File: src/rtl/lcd_frame_pkg.sv
package lcd_frame_pkg;

    localparam int unsigned RATE_W    = 3;
    localparam int unsigned TRIM_W    = 3;
    localparam int unsigned PUMP_W    = 2;
    localparam int unsigned ADDR_W    = 2;
    localparam int unsigned WDATA_W   = 3;
    localparam int unsigned MODE_W    = 5;
    localparam int unsigned RATIO_MAX_BASE = 11428;

    localparam logic [ADDR_W-1:0] ADR_CTRL = 2'd0;
    localparam logic [ADDR_W-1:0] ADR_RATE = 2'd1;
    localparam logic [ADDR_W-1:0] ADR_TRIM = 2'd2;
    localparam logic [ADDR_W-1:0] ADR_PUMP = 2'd3;

    typedef enum logic [MODE_W-1:0] {
        MODE_OFF  = 5'b00001,
        MODE_PDN  = 5'b00010,
        MODE_NORM = 5'b00100,
        MODE_INV  = 5'b01000,
        MODE_ALL  = 5'b10000
    } disp_mode_e;

    typedef enum logic {
        SEQ_HALT  = 1'b0,
        SEQ_COUNT = 1'b1
    } seq_state_e;

    typedef struct packed {
        logic inv;
        logic full;
        logic en;
    } disp_ctrl_t;

    function automatic int unsigned base_ratio(input logic [RATE_W-1:0] code);
        int unsigned r;
        unique case (code)
            3'd0: r = 2448;
            3'd1: r = 3265;
            3'd2: r = 4082;
            3'd3: r = 4896;
            3'd4: r = 5714;
            3'd5: r = 7340;
            3'd6: r = 8968;
            default: r = 11428;
        endcase
        return r;
    endfunction

endpackage

File: src/rtl/lcd_ctl_regs.sv
module lcd_ctl_regs
    import lcd_frame_pkg::*;
#(
    parameter logic [RATE_W-1:0] RATE_RST = 3'b001,
    parameter logic [TRIM_W-1:0] TRIM_RST = 3'b110,
    parameter logic [PUMP_W-1:0] PUMP_RST = 2'b00
) (
    input  logic               clk,
    input  logic               rst_n,
    input  logic               soft_rst,
    input  logic               wr_en,
    input  logic [ADDR_W-1:0]  wr_addr,
    input  logic [WDATA_W-1:0] wr_data,
    output disp_ctrl_t         ctrl_q,
    output logic [RATE_W-1:0]  rate_q,
    output logic [TRIM_W-1:0]  trim_q,
    output logic [PUMP_W-1:0]  pump_q
);

    always_ff @(posedge clk or negedge rst_n) begin
        if (!rst_n) begin
            ctrl_q <= '0;
            rate_q <= RATE_RST;
            trim_q <= TRIM_RST;
            pump_q <= PUMP_RST;
        end else if (soft_rst) begin
            ctrl_q <= '0;
            rate_q <= RATE_RST;
            trim_q <= TRIM_RST;
            pump_q <= PUMP_RST;
        end else if (wr_en) begin
            unique case (wr_addr)
                ADR_CTRL: ctrl_q <= disp_ctrl_t'(wr_data);
                ADR_RATE: rate_q <= wr_data[RATE_W-1:0];
                ADR_TRIM: trim_q <= wr_data[TRIM_W-1:0];
                default:  pump_q <= wr_data[PUMP_W-1:0];
            endcase
        end
    end

endmodule

File: src/rtl/lcd_mode_decode.sv
module lcd_mode_decode
    import lcd_frame_pkg::*;
(
    input  disp_ctrl_t ctrl,
    output disp_mode_e req_mode,
    output logic       req_pdn
);

    always_comb begin
        unique case ({ctrl.en, ctrl.full})
            2'b00:   req_mode = MODE_OFF;
            2'b01:   req_mode = MODE_PDN;
            2'b10:   req_mode = ctrl.inv ? MODE_INV : MODE_NORM;
            default: req_mode = MODE_ALL;
        endcase
    end

    assign req_pdn = (req_mode == MODE_PDN);

endmodule

File: src/rtl/lcd_frame_seq.sv
module lcd_frame_seq
    import lcd_frame_pkg::*;
#(
    parameter int unsigned       RATIO_DIV = 1,
    parameter logic [RATE_W-1:0] RATE_RST  = 3'b001,
    localparam int unsigned      MAX_PER   = RATIO_MAX_BASE / RATIO_DIV,
    localparam int unsigned      CNT_W     = $clog2(MAX_PER + 1)
) (
    input  logic              clk,
    input  logic              rst_n,
    input  logic              soft_rst,
    input  logic [RATE_W-1:0] rate_code,
    input  disp_mode_e        req_mode,
    input  logic              req_pdn,
    output logic              frame_start,
    output disp_mode_e        mode_q
);

    localparam logic [CNT_W-1:0] RST_PER = CNT_W'(base_ratio(RATE_RST) / RATIO_DIV);

    seq_state_e       state_q, state_d;
    logic [CNT_W-1:0] cnt_q, cnt_d;
    logic [CNT_W-1:0] per_q, per_d;
    logic [CNT_W-1:0] new_per;
    disp_mode_e       mode_d;
    logic             fs_d;

    assign new_per = CNT_W'(base_ratio(rate_code) / RATIO_DIV);

    always_ff @(posedge clk or negedge rst_n) begin
        if (!rst_n) begin
            state_q <= SEQ_COUNT;
        end else if (soft_rst) begin
            state_q <= SEQ_COUNT;
        end else begin
            state_q <= state_d;
        end
    end

    always_comb begin
        state_d = state_q;
        cnt_d   = cnt_q;
        per_d   = per_q;
        mode_d  = mode_q;
        fs_d    = 1'b0;
        unique case (state_q)
            SEQ_HALT: begin
                if (!req_pdn) begin
                    state_d = SEQ_COUNT;
                    cnt_d   = '0;
                    per_d   = new_per;
                    mode_d  = req_mode;
                    fs_d    = 1'b1;
                end
            end
            SEQ_COUNT: begin
                if (req_pdn) begin
                    state_d = SEQ_HALT;
                    cnt_d   = '0;
                    mode_d  = MODE_PDN;
                end else if (cnt_q == per_q - 1'b1) begin
                    cnt_d  = '0;
                    per_d  = new_per;
                    mode_d = req_mode;
                    fs_d   = 1'b1;
                end else begin
                    cnt_d = cnt_q + 1'b1;
                end
            end
            default: begin
                state_d = SEQ_COUNT;
                cnt_d   = '0;
            end
        endcase
    end

    always_ff @(posedge clk or negedge rst_n) begin
        if (!rst_n) begin
            cnt_q       <= '0;
            per_q       <= RST_PER;
            mode_q      <= MODE_OFF;
            frame_start <= 1'b0;
        end else if (soft_rst) begin
            cnt_q       <= '0;
            per_q       <= RST_PER;
            mode_q      <= MODE_OFF;
            frame_start <= 1'b0;
        end else begin
            cnt_q       <= cnt_d;
            per_q       <= per_d;
            mode_q      <= mode_d;
            frame_start <= fs_d;
        end
    end

    AST_PULSE_SINGLE: assert property (@(posedge clk) disable iff (!rst_n) frame_start |=> !frame_start);
    AST_CNT_BOUND: assert property (@(posedge clk) disable iff (!rst_n) cnt_q < per_q);
    AST_HALT_SILENT: assert property (@(posedge clk) disable iff (!rst_n) (state_q == SEQ_HALT) |-> (!frame_start && cnt_q == '0));
    AST_MODE_ONEHOT: assert property (@(posedge clk) disable iff (!rst_n) $countones(mode_q) == 1);
    AST_MODE_HOLD: assert property (@(posedge clk) disable iff (!rst_n) !$stable(mode_q) |-> (frame_start || mode_q == MODE_PDN || $past(soft_rst)));

endmodule

File: src/rtl/lcd_frame_ctrl.sv
module lcd_frame_ctrl
    import lcd_frame_pkg::*;
#(
    parameter int unsigned       RATIO_DIV  = 1,
    parameter int unsigned       PUMP_BASE  = 4,
    parameter logic [RATE_W-1:0] RATE_RST   = 3'b001,
    parameter logic [TRIM_W-1:0] TRIM_RST   = 3'b110,
    parameter logic [PUMP_W-1:0] PUMP_RST   = 2'b00
) (
    input  logic        clk,
    input  logic        rst_n,
    input  logic        cmd_reset,
    input  logic        wr_en,
    input  logic [1:0]  wr_addr,
    input  logic [2:0]  wr_data,
    output logic        frame_start,
    output logic [4:0]  mode_onehot,
    output logic        blank,
    output logic        osc_en,
    output logic        hv_en,
    output logic [2:0]  pump_factor,
    output logic [2:0]  trim_out
);

    disp_ctrl_t        ctrl_q;
    logic [RATE_W-1:0] rate_q;
    logic [TRIM_W-1:0] trim_q;
    logic [PUMP_W-1:0] pump_q;
    disp_mode_e        req_mode;
    logic              req_pdn;
    disp_mode_e        mode_q;

    lcd_ctl_regs #(
        .RATE_RST (RATE_RST),
        .TRIM_RST (TRIM_RST),
        .PUMP_RST (PUMP_RST)
    ) u_regs (
        .clk      (clk),
        .rst_n    (rst_n),
        .soft_rst (cmd_reset),
        .wr_en    (wr_en),
        .wr_addr  (wr_addr),
        .wr_data  (wr_data),
        .ctrl_q   (ctrl_q),
        .rate_q   (rate_q),
        .trim_q   (trim_q),
        .pump_q   (pump_q)
    );

    lcd_mode_decode u_decode (
        .ctrl     (ctrl_q),
        .req_mode (req_mode),
        .req_pdn  (req_pdn)
    );

    lcd_frame_seq #(
        .RATIO_DIV (RATIO_DIV),
        .RATE_RST  (RATE_RST)
    ) u_seq (
        .clk         (clk),
        .rst_n       (rst_n),
        .soft_rst    (cmd_reset),
        .rate_code   (rate_q),
        .req_mode    (req_mode),
        .req_pdn     (req_pdn),
        .frame_start (frame_start),
        .mode_q      (mode_q)
    );

    always_comb begin
        mode_onehot = mode_q;
        blank       = (mode_q == MODE_OFF) || (mode_q == MODE_PDN);
        osc_en      = (mode_q != MODE_PDN);
        hv_en       = (mode_q != MODE_PDN);
        pump_factor = 3'(PUMP_BASE) + {1'b0, pump_q};
        trim_out    = trim_q;
    end

    AST_PDN_ENTRY: assert property (@(posedge clk) disable iff (!rst_n) ($past(req_pdn) && !$past(cmd_reset)) |-> (mode_q == MODE_PDN && !osc_en && !hv_en));
    AST_FULL_WINS: assert property (@(posedge clk) disable iff (!rst_n) (frame_start && $past(ctrl_q.en && ctrl_q.full && !cmd_reset)) |-> (mode_q == MODE_ALL));

endmodule

File: config.mk
export PLATFORM = sky130hd
export DESIGN_NAME = lcd_frame_ctrl
export DESIGN_NICKNAME = d
export VERILOG_FILES = /design/src/rtl/lcd_frame_pkg.sv /design/src/rtl/lcd_ctl_regs.sv /design/src/rtl/lcd_mode_decode.sv /design/src/rtl/lcd_frame_seq.sv /design/src/rtl/lcd_frame_ctrl.sv
export SDC_FILE = /design/constraint.sdc
export NUM_CORES = 1
export LEC_CHECK = 0
export ABC_AREA = 0
export CAP_MARGIN = 5
export CORE_ASPECT_RATIO = 1.2
export CORE_MARGIN = 5
export CORE_UTILIZATION = 56
export CTS_BUF_LIST = sky130_fd_sc_hd__clkbuf_4
export DETAILED_ROUTE_END_ITERATION = 10
export GPL_TIMING_DRIVEN = 0
export PLACE_DENSITY = 0.77
export REMOVE_ABC_BUFFERS = 1
export SLEW_MARGIN = 20
export SYNTH_ARGS = -nofsm -noshare
export SYNTH_HDL_FRONTEND = slang
export SYNTH_HIERARCHICAL = 1
export SYNTH_SLANG_ARGS = --single-unit
export TNS_END_PERCENT = 1
File: constraint.sdc
create_clock -name clk -period 3.6 [get_ports clk]
set_input_delay 0.72 -clock clk [delete_from_list [all_inputs] [get_ports clk]]
set_output_delay 0.72 -clock clk [all_outputs]
set_load 0.05 [all_outputs]
Word level (Yosys, flattened, before mapping)
Cells that the tools add are included.

operators by class
  reduce and logical (&&, ||, !) cells = 15
  add/subtract/negate cells = 3
  bitwise logic cells = 1
  multiplexer cells = 36
  eq/ne operators = 20

operator list
  operator                                            count
  two-way mux 14 bit                                  8
  case mux 14 bit (7 select lines)                    1
  case mux 14 bit (2 select lines)                    2
  two-way mux 3 bit                                   9
  two-way mux 5 bit                                   4
  case mux 5 bit (3 select lines)                     1
  adder 14 x 1 -> 14 bit, second input constant       1
  == test 14 bit                                      1
  subtractor 14 x 1 -> 14 bit, second input constant  1
  == test 5 x 2 -> 1 bit, second input constant       2
  case mux 5 bit (2 select lines)                     1
  AND reduction 2 bit                                 5
  == test 3 bit, second input constant                3
  != test 3 bit, second input constant                3
  nonzero test 2 bit                                  4
  == test 3 x 2 -> 1 bit, second input constant       2
  two-way mux 2 bit                                   3
  == test 5 x 1 -> 1 bit, second input constant       1
  two-way mux 1 bit                                   5
  != test 5 x 2 -> 1 bit, second input constant       1
  == test 2 x 1 -> 1 bit, second input constant       2
  == test 2 bit, second input constant                2
  zero test 2 bit                                     2
  two-way mux 4 bit                                   1
  10 further kinds                                    10

storage, ports and cells
  register bits = 46
  output and inout bits = 15
  input port bits = 9
  word-level logic and storage cells = 86

Logic depth before layout (Yosys ltp)
Gate-level depths: netlist of run 1.

  word-level depth = 6
  mapped depth = 10
  mapped depth without buffers = 9

Modules after synthesis
Netlist of run 1, hierarchy kept.

by module, submodules not included
  module           cells an instance  sequential area each (sq um)  times used  area an instance (sq um)
  lcd_frame_seq    265                858.3                         1           2393.5
  lcd_ctl_regs     46                 279.0                         1           529.3
  lcd_frame_ctrl   7                  0.0                           1           51.3
  lcd_mode_decode  6                  0.0                           1           50.0

Worst setup path after synthesis of run 1
No wires, ideal clock.

  path kind = reg2reg
  start = reg u_seq.per_q[1]
  end = reg u_seq.per_q[12]
  setup slack = 884 ps
  period minus slack after synthesis = 2716 ps
  required time = 3475 ps
  arrival = 2591 ps
  stages on the path, launching flop included = 11
  library setup time = 125 ps
  path buffers = 1
  cell sequence = dfrtp_1 -> inv_1 -> ha_1 -> or4b_4 -> or3_1 -> a21o_1 -> a31oi_2 -> nor4_4 -> o21bai_4 -> buf_6 -> mux2_4

between the ends
  longest elaborated chain between the ends = 4

ends and longest elaborated chain
  element                               line                 text
  start: declaration                    lcd_frame_seq.sv:23  logic [CNT_W-1:0] per_q, per_d;
  start signal: assignment              lcd_frame_seq.sv:90  per_q <= per_d;
  subtractor 14 x 1 -> 14 bit           lcd_frame_seq.sv:61  end else if (cnt_q == per_q - 1'b1) begin
  == test 14 bit                        lcd_frame_seq.sv:61
  != test 3 bit (no source line)        -
  AND reduction 3 bit (no source line)  -

No other way between the ends.
A chain may end at the register's enable or synchronous reset.

Final worst setup path of run 1
  start = reg u_seq.per_q[1]
  end = reg u_seq.per_q[8]

The elaborated chain is that of the path after synthesis.

==> run metrics, run 1 <==
status finished clean; fin area 3340 sq um; maxcap violations 0; worst reg2reg path depth 10; Nets 343; H-tree depth 2; Leakage 1.33 nW; I/O Pins 24; Detailed Place HPWL 4.46 mm; #FFs+latches synth 45; Netlist Area Pre-Place roughly 3000 sq um; FF-to-FF End u_seq/per_q[8]; worst flop-to-flop path startpoint u_seq/per_q[1]; syn avg cell area 9.33 sq um; vias in the first global route 2233; largest net degree at the start of global routing 49; Port Buffer Count 22; gpl congestion between 0.8 and 0.9; cts hold-fix bufs 0; register area share after synthesis 0.376; Period minus WS final 3150 ps; first-pass GRT wire length 10.4 mm; count of unique library cells instantiated by Yosys 61; Peak Freq about 320 MHz; slew margin rel. 0.657; share of layout cells above drive strength 1 0.132; CTS tree done; FFs w/ async S/R, synth 1.00; CP max-delay cell or4b_4; starting density of the core 0.575; Avg Vias per Cell approximately 6.0; die width 77.1 microns; gr ovfl total 0; slowest stage delay, CP approximately 510 ps; # diodes 0; worst path required time 3860 ps; CP Capture Type register; Clock Skews 9.91 ps; Hold Crit Class in2async; largest fanout on the critical path 14; Clk Latency, worst-skew pair between 300 and 400 ps; crit path DAT 3410 ps; DR iter-0 viols about 140; PwrDens 291 nW/um^2; core area 5260 sq um; dpl ws 295 ps; setup ws final 454 ps; placed cell areas 3220 sq um; RSZ-0062 raised after global routing false; DIE AREA between 6000 and 7000 sq um; reg2reg setup slack 450 ps; Synth Warn # 6; clk sink count between 40 and 50; worst slew pin tran 507 ps; initial antenna violation count 0; prevailing post-synth register cell dfrtp_1; number of flops mapped to enable cells by yosys 0; GRT Total Usage 0.178; wire per inst 15.6 microns; Residual DRC 0; post-CTS setup buffers 0; crit-path cells inv_1, ha_1, or4b_4, or3_1, a21o_1, a31oi_2, nor4_4, buf_12, o21bai_4, mux2_2; Post-CTS Resized 0; CTS root buf clkbuf_4; worst setup path startpoint u_seq/per_q[1]; Die Span Y 90.5 microns; total wire length 6.17 mm; Worst Setup Path Type reg2reg; Synth Instances 324; crit start category register; clock-pin slew on the worst setup and hold paths approximately 140 ps; TritonRoute pass-1 iters 4; setup violators final 0; DRT antenna net count 0; max-slew violations 0; Max VDD drop 0.331 mV; total number of vias 2382; Syn-to-layout area delta 10.5%; Tcrit/Tclk final 0.874; final hold vios 0; Row Count 29; Max clock buf depth 2; number of buffers created by CTS 5
-- worst max-delay path: cells and delay by family (launching register included) --
| kind | cells | cell delay (ps) |
|---|---|---|
| and+or+nand+nor | 3 | 920 |
| DFF | 1 | 430 |
| adders and majority gates | 1 | 230 |
| muxes | 1 | 390 |
| buffers and inverters | 2 | 230 |
| AOI/OAI and AO/OA | 3 | 830 |
-- cells in the mapped netlist, types with 2 or more instances --
library cell,number,area (sq um)
a31oi_1,2,12.5
nand3b_1,4,30.0
mux2_2,5,56.3
nor3_1,20,100
and3b_1,3,26.3
buf_2,7,35.0
or3_1,6,37.5
nand4_1,4,25.0
dfrtp_1,36,901
ha_1,2,25.0
nor4_1,7,43.8
mux2_4,2,30.0
a2111oi_0,2,17.5
nor3b_2,3,37.5
nand2b_1,20,125
a21oi_1,8,40.0
nor2b_1,5,31.3
nand3_1,11,55.1
xnor2_1,14,123
nand4b_1,3,26.3
nor2_1,30,113
dfstp_2,9,236
o21ai_1,2,10.0
xor2_1,13,114
a21boi_0,2,15.0
and2b_2,2,17.5
o311ai_0,5,43.8
nand2_1,13,48.8
buf_4,2,15.0
buf_6,2,22.5
inv_1,9,33.8
o21ai_0,6,30.0
o211ai_1,2,15.0
clkbuf_1,14,52.6
mux2i_1,22,220
nor3_2,2,20.0
-- power breakdown --
part | switching [mW] | internal, mW | total, mW
logic | 0.0713 | 0.0469 | 0.118
clock network | 0.174 | 0.147 | 0.321
registers | 0.0144 | 0.517 | 0.531
-- cells by family (layout without fill, tap and decap cells) --
logic type	Yosys count	count (layout)	share of synthesized area
other	1	1	0.00124
AO/OA/AOI/OAI	42	42	0.106
adder cells (fa/ha/maj)	3	3	0.0116
AND/OR/NAND/NOR	141	141	0.270
multiplexers	29	29	0.101
flip-flops	45	45	0.376
XOR/XNOR	27	27	0.0782
buffers and inverters	36	45	0.0554
-- registers in the layout, indices dropped and copies added, names as in the netlist --
register and count:
u_regs/ctrl_q 3, u_regs/pump_q 2, u_seq/mode_q 5, u_regs/rate_q 3, u_seq/state_q 1, u_seq/cnt_q 14, u_seq/per_q 13, u_seq/frame_start 1
u_regs/trim_q 3
-- worst max-delay path by stage --
| stage | to | slack (ps) | cells after the start |
|---|---|---|---|
| 6_report | u_seq/per_q[8] | 450 | 10 |
| 5_1_grt | u_seq/per_q[8] | 300 | 8 |
| 4_1_cts | u_seq/per_q[12] | 270 | 7 |
| 3_5_place_dp | u_seq/per_q[12] | 300 | 7 |
| 3_3_place_gp | u_seq/cnt_q[13] | -570 | 8 |
| 2_1_floorplan | u_seq/per_q[12] | 740 | 7 |
-- final cells by class --
cell class              count  area (sq um)
repair buffers             27           285
well taps                  62          77.6
clock inverters             3          46.3
flip-flops and latches     45          1140
multi-input cells         243          1720
fillers                   439          1920
inverters                  10          37.5
clock buffers               5          37.5
-- metrics by stage --
stage,utilization,hold slack [ps],power [mW],cells,setup TNS (ps)
after floorplan,-,424,0.605,298,0
after global placement,0.607,499,0.654,382,-3680
after detailed placement,0.612,514,0.660,384,0
after CTS,0.628,274,0.983,392,0
after global routing,0.635,281,1.01,395,0
final,0.635,278,0.971,395,0
-- layout by cell type, fill, tap and decap left out, types with 4 or more instances in the layout --
master | Yosys | final
mux2i_1 | 22 | 22
o21ai_0 | 6 | 6
xnor2_1 | 14 | 14
nand2_1 | 13 | 13
nand4_1 | 4 | 4
nand3b_1 | 4 | 4
nand3_1 | 11 | 11
nand2b_1 | 20 | 20
o311ai_0 | 5 | 5
nor3_1 | 20 | 20
nor4_1 | 7 | 7
mux2_2 | 5 | 5
clkbuf_4 | 0 | 5
dfstp_2 | 9 | 9
dfrtp_1 | 36 | 36
a21oi_1 | 8 | 8
xor2_1 | 13 | 13
inv_1 | 9 | 9
nor2_1 | 30 | 30
nor2b_1 | 5 | 5
clkdlybuf4s50_1 | 0 | 20
or3_1 | 6 | 6
-- per-layer routing --
layer | global-route usage | vias to the layer above | wire [microns]
met1 | 0.228 | 1160 | 2680
met5 | 0 | - | 0
met4 | 0.0731 | 0 | 122
met2 | 0.297 | 47 | 3180
met3 | 0.0299 | 11 | 184
li1 | - | 1164 | -
No activity file was read; power rests on OpenSTA's default activity.
==> run 2, diff against run 1 <==
Settings changed: CTS_CLUSTER_SIZE set to 30.
==> results of run 2 <==
No change in the layout: final DEF, timing and power equal those of run 1.
==> run 3, diff against run 2 <==
Clock period 3.6 ns to 3.2 ns, I/O delays scaled along.
==> run metrics, run 3 (synthesis results as in run 1) <==
Syn-to-layout area delta 11.5%; H-tree depth 2; CTS root buf clkbuf_4; Clk Latency, worst-skew pair 370 ps; Max clock buf depth 2; slew margin rel. 0.656; DRT antenna net count 0; worst path required time 3470 ps; status finished clean; number of buffers created by CTS 5; Tcrit/Tclk final 0.936; RSZ-0062 raised after global routing false; CTS tree done; Highest Signal Layer met4; setup violators final 0; Avg Vias per Cell ~6.0; metal2 WL 3.22 mm; crit path DAT 3260 ps; total wire length 6.21 mm; setup ws final 204 ps; placed cells 384; worst slew pin tran ~510 ps; # diodes 0; vias in the first global route roughly 2300; Clock Skews 5.50 ps; die width 77.1 microns; CP top delay family simple AND/OR/NAND/NOR gates; Hold Crit Class in2async; CP Capture Type register; initial antenna violation count 0; Peak Freq 334 MHz; reg2reg setup slack roughly 200 ps; crit start category register; clock-pin slew on the worst setup and hold paths 140 ps; max-slew violations 0; Routed met3 length 202 microns; dpl ws -105 ps; gpl congestion around 0.83; Worst Setup Path Type reg2reg; worst flop-to-flop path startpoint u_seq/per_q[1]; crit-path cells inv_1, ha_1, or4b_4, or3_1, a21o_1, a31oi_2, nor4_4, buf_4, o21bai_4, buf_12, mux2_2; worst reg2reg path depth 11; Final Util 0.641; first-pass GRT wire length between 10 and 15 mm; Port Buffer Count 22; placed cell areas 3220 sq um; Regs by FF count u_seq/cnt_q (14), u_seq/per_q (13), u_seq/mode_q (5); total number of vias about 2400; crit path buf inv count 3; CP max-delay cell or4b_4; starting density of the core 0.575; gr ovfl total 0; fin area 3370 sq um; Hold WS 194 ps; clk sink count 45; TritonRoute pass-1 iters 4; Period minus WS final 3000 ps; largest fanout on the critical path 11; maxcap violations 0; DIE AREA 6980 sq um; slowest stage delay, CP around 510 ps; # fillers roughly 440; I/O Pins 24; Leakage 1.35 nW; commonest cells after routing, fill and taps aside dfrtp_1, nor2_1, mux2i_1; share of layout cells above drive strength 1 0.142; largest net degree at the start of global routing 49; Top reg by flops u_seq/cnt_q; Die Span Y 90.5 microns; Max VDD drop 0.373 mV; FF-to-FF End u_seq/per_q[8]; max reg flops 14; Residual DRC 0; M1 WL 2.66 mm; Row Count 29; PwrDens 325 nW/um^2; GRT Total Usage 0.179; Cell Count, Final, Fillers Out 399; Detailed Place HPWL 4.46 mm; Nets 347; commonest non-fill, non-tap cell in the layout dfrtp_1; core area 5260 sq um; wire per inst 15.6 microns; DR iter-0 viols 120; final hold vios 0
==> run 3: worst reg2reg max path: cells and delay by family, from the launching register on <==
family	cells	cell delay (ps)
flip-flops	1	430
adder cells (fa/ha/maj)	1	240
multiplexers	1	330
AO/OA/AOI/OAI	3	600
buffers and inverters	3	400
AND/OR/NAND/NOR	3	910
==> run 3: worst max-delay path by stage <==
stage	from	to	slack, ps	cells past startpoint
floorplan	u_seq/per_q[2]	u_seq/per_q[12]	340	7
global placement	cmd_reset	u_seq/cnt_q[13]	-890	8
detailed placement	u_seq/per_q[2]	u_seq/per_q[12]	-100	7
CTS	u_seq/per_q[1]	u_seq/per_q[8]	60	10
global route	u_seq/per_q[1]	u_seq/cnt_q[7]	20	10
finish	u_seq/per_q[1]	u_seq/per_q[8]	200	11
==> run 3: cell type report <==
cell class,count,area (sq um),share of cell area
inverters,10,37.5,0.0111
well taps,62,77.6,0.0230
clock buffers,5,37.5,0.0111
multi-input cells,243,1720,0.510
clock inverters,3,46.3,0.0137
repair buffers,31,315,0.0935
flip-flops and latches,45,1140,0.337
==> run 3: repair_timing <==
action / CTS / global route
setup buffers: 2 / 5
pin swaps: 1 / 1
hold buffers: 0 / 0
resized for setup: 0 / 0
endpoints found under the setup margin: 17 / 6
==> run 3: stage by stage <==
step	total power, mW	setup TNS [ps]
after floorplan	0.681	0
after global placement	0.735	-8500
after detailed placement	0.742	-1140
after CTS	1.11	0
after global routing	1.14	0
final	1.09	0
==> run 3: power by group <==
group          total (mW)  internal, mW  switching, mW
logic               0.135        0.0547         0.0808
clock network       0.360         0.166          0.195
registers           0.598         0.582         0.0165
total                1.09         0.802          0.292
==> run 3: layer usage <==
metal  vias to the layer above  global-route usage
met3                        13              0.0299
met5                         -                   0
met1                      1165               0.226
li1                       1170                   -
met2                        51               0.302
met4                         0              0.0731
